<file path="src/rtl/excl_pkg.sv">
package excl_pkg;
  typedef enum logic [1:0] {
    OP_RESERVE = 2'd0,
    OP_COND_ST = 2'd1,
    OP_CLEAR   = 2'd2,
    OP_STORE   = 2'd3
  } excl_op_e;
endpackage

</file>
<file path="src/rtl/excl_granule_match.sv">
module excl_granule_match #(
  parameter int ADDR_W = 32,
  parameter int OFS_W  = 6,
  parameter bit TRACK  = 1'b1
) (
  input  logic [ADDR_W-1:0]       addr,
  input  logic [ADDR_W-OFS_W-1:0] held_tag,
  output logic [ADDR_W-OFS_W-1:0] addr_tag,
  output logic                    hit
);
  assign addr_tag = addr[ADDR_W-1:OFS_W];
  generate
    if (TRACK) begin : g_cmp
      assign hit = (addr_tag == held_tag);
    end else begin : g_any
      assign hit = 1'b1;
    end
  endgenerate
endmodule

</file>
<file path="src/rtl/excl_reserve_state.sv">
module excl_reserve_state #(
  parameter int TAG_W = 26
) (
  input  logic             clk,
  input  logic             rst,
  input  logic             set,
  input  logic             clr,
  input  logic [TAG_W-1:0] new_tag,
  output logic             reserved,
  output logic [TAG_W-1:0] tag_q
);
  always_ff @(posedge clk) begin
    if (rst) begin
      reserved <= 1'b0;
      tag_q    <= '0;
    end else if (set) begin
      reserved <= 1'b1;
      tag_q    <= new_tag;
    end else if (clr) begin
      reserved <= 1'b0;
    end
  end

  assert_reserve_sets_R1: assert property (@(posedge clk) disable iff (rst)
    set |=> reserved && tag_q == $past(new_tag));
  assert_clear_opens_R2: assert property (@(posedge clk) disable iff (rst)
    (clr && !set) |=> !reserved);
endmodule

</file>
<file path="src/rtl/excl_monitor.sv">
module excl_monitor #(
  parameter int ADDR_W        = 32,
  parameter int GRANULE_BYTES = 64,
  parameter bit TRACK_ADDR    = 1'b1
) (
  input  logic              clk,
  input  logic              rst,
  input  logic              req_valid,
  input  logic [1:0]        req_op,
  input  logic [ADDR_W-1:0] req_addr,
  output logic              sc_valid,
  output logic              sc_fail,
  output logic              mem_we,
  output logic [ADDR_W-1:0] mem_addr
);
  import excl_pkg::*;

  localparam int OFS_W = $clog2(GRANULE_BYTES);
  localparam int TAG_W = ADDR_W - OFS_W;

  generate
    if (GRANULE_BYTES < 8 || GRANULE_BYTES > 2048 ||
        (GRANULE_BYTES & (GRANULE_BYTES - 1)) != 0) begin : g_bad_granule
      $error("GRANULE_BYTES must be a power of two from 8 to 2048");
    end
  endgenerate

  logic [TAG_W-1:0] tag_q, addr_tag;
  logic hit, reserved;
  logic is_res, is_cst, is_clr, is_st;
  logic pass, st_hit;

  assign is_res = req_valid && (req_op == OP_RESERVE);
  assign is_cst = req_valid && (req_op == OP_COND_ST);
  assign is_clr = req_valid && (req_op == OP_CLEAR);
  assign is_st  = req_valid && (req_op == OP_STORE);

  excl_granule_match #(.ADDR_W(ADDR_W), .OFS_W(OFS_W), .TRACK(TRACK_ADDR)) match_i (
    .addr(req_addr), .held_tag(tag_q), .addr_tag(addr_tag), .hit(hit)
  );

  assign pass   = is_cst && reserved && hit;
  assign st_hit = TRACK_ADDR && is_st && hit;

  excl_reserve_state #(.TAG_W(TAG_W)) state_i (
    .clk(clk), .rst(rst), .set(is_res),
    .clr(is_cst || is_clr || st_hit),
    .new_tag(addr_tag), .reserved(reserved), .tag_q(tag_q)
  );

  always_ff @(posedge clk) begin
    if (rst) begin
      sc_valid <= 1'b0;
      sc_fail  <= 1'b0;
      mem_we   <= 1'b0;
      mem_addr <= '0;
    end else begin
      sc_valid <= is_cst;
      sc_fail  <= is_cst && !pass;
      mem_we   <= is_st || pass;
      mem_addr <= req_addr;
    end
  end

  assert_open_fails_R4: assert property (@(posedge clk) disable iff (rst)
    (is_cst && !reserved) |=> sc_valid && sc_fail && !mem_we);
  assert_cond_opens_R2: assert property (@(posedge clk) disable iff (rst)
    is_cst |=> !reserved);
  assert_clear_quiet_R3: assert property (@(posedge clk) disable iff (rst)
    is_clr |=> !reserved && !mem_we && !sc_valid);
  assert_status_strobe_R9: assert property (@(posedge clk) disable iff (rst)
    sc_valid |-> $past(is_cst));
  assert_fail_no_write_R9: assert property (@(posedge clk) disable iff (rst)
    (sc_valid && sc_fail) |-> !mem_we);
endmodule

</file>
<file path="config.mk">
export PLATFORM = sky130hd
export DESIGN_NAME = excl_monitor
export DESIGN_NICKNAME = d
export VERILOG_FILES = /design/src/rtl/excl_pkg.sv /design/src/rtl/excl_granule_match.sv /design/src/rtl/excl_reserve_state.sv /design/src/rtl/excl_monitor.sv
export SDC_FILE = /design/constraint.sdc
export NUM_CORES = 1
export LEC_CHECK = 0
export CAP_MARGIN = 20
export CORE_UTILIZATION = 45
export CTS_CLUSTER_SIZE = 28
export DETAILED_ROUTE_END_ITERATION = 8
export HOLD_SLACK_MARGIN = 0.08
export PLACE_DENSITY = 0.79
export SYNTH_ARGS = -nofsm -noshare
export SYNTH_HDL_FRONTEND = slang
export SYNTH_SLANG_ARGS = --single-unit
</file>
<file path="constraint.sdc">
create_clock -name clk -period 1.8 [get_ports clk]
set_input_delay 0.36 -clock clk [delete_from_list [all_inputs] [get_ports clk]]
set_output_delay 0.36 -clock clk [all_outputs]
set_load 0.03 [all_outputs]
</file>
==> results.cfg <==
[detailed_routing]
routed_wl_um = 4478
ant_nets = 0
drtIter0Drc = 95
avgViaCountPerCell = 4.825
avgRoutedWirePerCell_um = 12.07
drc_errors = 0
first_pass_iters = 4
dr_total_vias = 1790

[cts]
clkTransAtPathRegs_ns = 0.06
cts_setup_buffers = 0
cts-root-buf = clkbuf_8
cts_tree = done
cts_hold_buffers = 0
clock-sinks = 62
h-tree-depth = 3
cts.path.max_buffers = 2
cts_buffers = 9
clk_latency_ns = 0.32

[cells_and_area]
fin_util_pct = 70.94
layout-drive-gt1-share_pct = 9.404
diodes = 0
final_cells = 371
syn_to_final_growth_pct = 46.70
num-fill-cells = 358
nNetsFinal = 351
final_area_um2 = 3196

[floorplanning]
initial_utilization_pct = 48.36
die_area_um2 = 5123
core_area_um2 = 4504
dieWidth_um = 71.58
io_pins = 72
dieHeight_um = 71.58
rows = 24

[timing]
hold_ws_ns = 0.3944
fin_crit_sh_pct = 93.54
finalSetupViolCount = 0
slew_violations = 0
skew_ns = 0.004011
hold_violations = 0
tightest_slew_ns = 0.3266
fmax_ghz = 0.5939
fin_setup_tns_ns = 0
rsz0062_at_grt = false
finalCriticalPeriod_ns = 1.684
maxSlewHeadroom_pct = 78.16
layout_setup_ws_ns = 0.1163

[outcome]
outcome = finished clean

[min_path]
hp-start = rst
holdCritPathClass = input port to register

[power_and_ir_drop]
power_frac_seq_pct = 50.2
p_per_area_nw_per_um2 = 907.1
switching_share_pct = 25.06
p_leak_nw = 1.251
p_int_mw = 2.172
p_clk_share_pct = 35.5
combPwrFrac_pct = 14.3
p_switching_uw = 726.5
ir_drop_v = 0.0006802
total_power_mw = 2.899

[yosys]
synth.net_count = 268
synth-edff-count = 0
synth.distinct_cells = 21
synth_flop_cell = dfxtp_1
yosysWarnings = 0
synth_seq_cells = 62
syn-mean-instance-area_um2 = 9.430
netlist_area_um2 = 2178
synthArstFlopShare_pct = 0
synthesis.instances = 231
seq_area_frac_synth_pct = 56.98

[global_routing]
grt.total_usage_pct = 19.21
grt_antenna_before_repair = 0
overflow = 0
grt_pass1_vias = 1745
grt_pass1_wl_um = 7548
grt_max_degree = 33

[job]
drv_cap = 0

[worst_setup_path]
start_kind = register
crit_buf_inv = 1
timing.rr.start = state_i.tag_q[23]
cp_slowest_cell = clkdlybuf4s50_1
required_ns = 1.44
cp_top_family = buffers and inverters
cp_max_fo = 1
end_kind = primary output
path_cells = clkdlybuf4s50_1
critPathKind = register to primary output
cp-startpoint = mem_addr[12]
slowest_delay_ns = 0.67
crit_arrival_ns = 1.32

[place]
gp_congestion = 0.7656
post-place-ws_ns = -0.3928
hpwl_um = 3083
dpl_cell_area_um2 = 3022
io_buffers = 71
dp_cells = 355
-- layout by cell type, fill, tap and decap left out, types with 2 or more instances in the layout --
| cell type | netlist | final |
|---|---|---|
| clkbuf_8 | 0 | 10 |
| nor3_1 | 2 | 2 |
| nor4_2 | 1 | 2 |
| nor2b_1 | 33 | 33 |
| nor2_1 | 2 | 2 |
| clkbuf_1 | 9 | 2 |
| buf_12 | 0 | 2 |
| xnor2_1 | 4 | 4 |
| a21oi_1 | 26 | 26 |
| xor2_1 | 22 | 22 |
| clkinv_2 | 0 | 3 |
| nor4_1 | 5 | 4 |
| dfxtp_1 | 62 | 62 |
| nand2_1 | 54 | 54 |
| nand4_1 | 2 | 2 |
| clkdlybuf4s50_1 | 0 | 70 |
| buf_4 | 0 | 10 |
-- cells in the mapped netlist, drive strengths merged, types with 2 or more instances --
cell / number / area share (%)
nor3: 2 / 0.46
nor4: 6 / 2.0
nand2: 54 / 9.3
nor2: 2 / 0.34
nor2b: 33 / 9.5
a21oi: 26 / 6.0
xnor2: 4 / 1.6
dfxtp: 62 / 57
xor2: 22 / 8.8
buf: 2 / 0.40
nand4: 2 / 0.57
clkbuf: 9 / 1.6
-- cell families after synthesis --
kind of cell / count (synthesis) / synth area share, %
AOI/OAI and AO/OA: 29 / 7.065
xor gates and xnor gates: 26 / 10.45
buffers and inverters: 12 / 2.125
DFF: 62 / 56.98
and+or+nand+nor: 102 / 23.38
-- sequential cells by signal (all words and copies together), names as in the netlist --
register	cells
state_i.reserved	1
sc_valid	1
mem_we	1
mem_addr	32
state_i.tag_q	26
sc_fail	1
-- final timing paths --
check                                   endpoint  slack (ns)  depth (start not counted)
worst min register to register  state_i.tag_q[3]        0.47                          2
worst min-delay path            state_i.reserved        0.39                          4
worst max-delay path                mem_addr[12]        0.12                          1
worst max register to register            mem_we        0.30                          5
-- final cells by class --
type / instances / area [µm²] / area share [%]
multi-input cells: 157 / 897.1 / 28.07
inverters: 1 / 3.754 / 0.1175
clock inverters: 4 / 22.52 / 0.7048
clock buffers: 12 / 145.1 / 4.542
well taps: 52 / 65.06 / 2.036
repair buffers: 83 / 820.8 / 25.69
flip-flops and latches: 62 / 1241 / 38.84
-- metal layers --
layer / part of all wire [%] / GRT usage (%) / wire length (µm) / up-vias
li1: - / - / - / 904
met2: 48 / 33.12 / 2151 / 54
met5: 0 / 0 / 0 / -
met1: 44 / 21.92 / 1984 / 823
met3: 5.6 / 5.204 / 250 / 9
met4: 2.0 / 9.804 / 91 / 0
-- power by group through the flow --
| stage | clock [mW] | sequential [mW] | combinational [mW] |
|---|---|---|---|
| after global placement | 0 | 1.48 | 0.409 |
| after CTS | 1.05 | 1.46 | 0.419 |
| after floorplan | 0 | 1.57 | 0.113 |
| final | 1.03 | 1.45 | 0.415 |
| after detailed placement | 0 | 1.49 | 0.414 |
| after global routing | 1.12 | 1.46 | 0.444 |
-- timing repair --
item                       in CTS  in global routing
resized for setup               1                  0
pin swaps                       0                  2
setup endpoints to repair       2                  1
(Power assumes the default switching activity.)
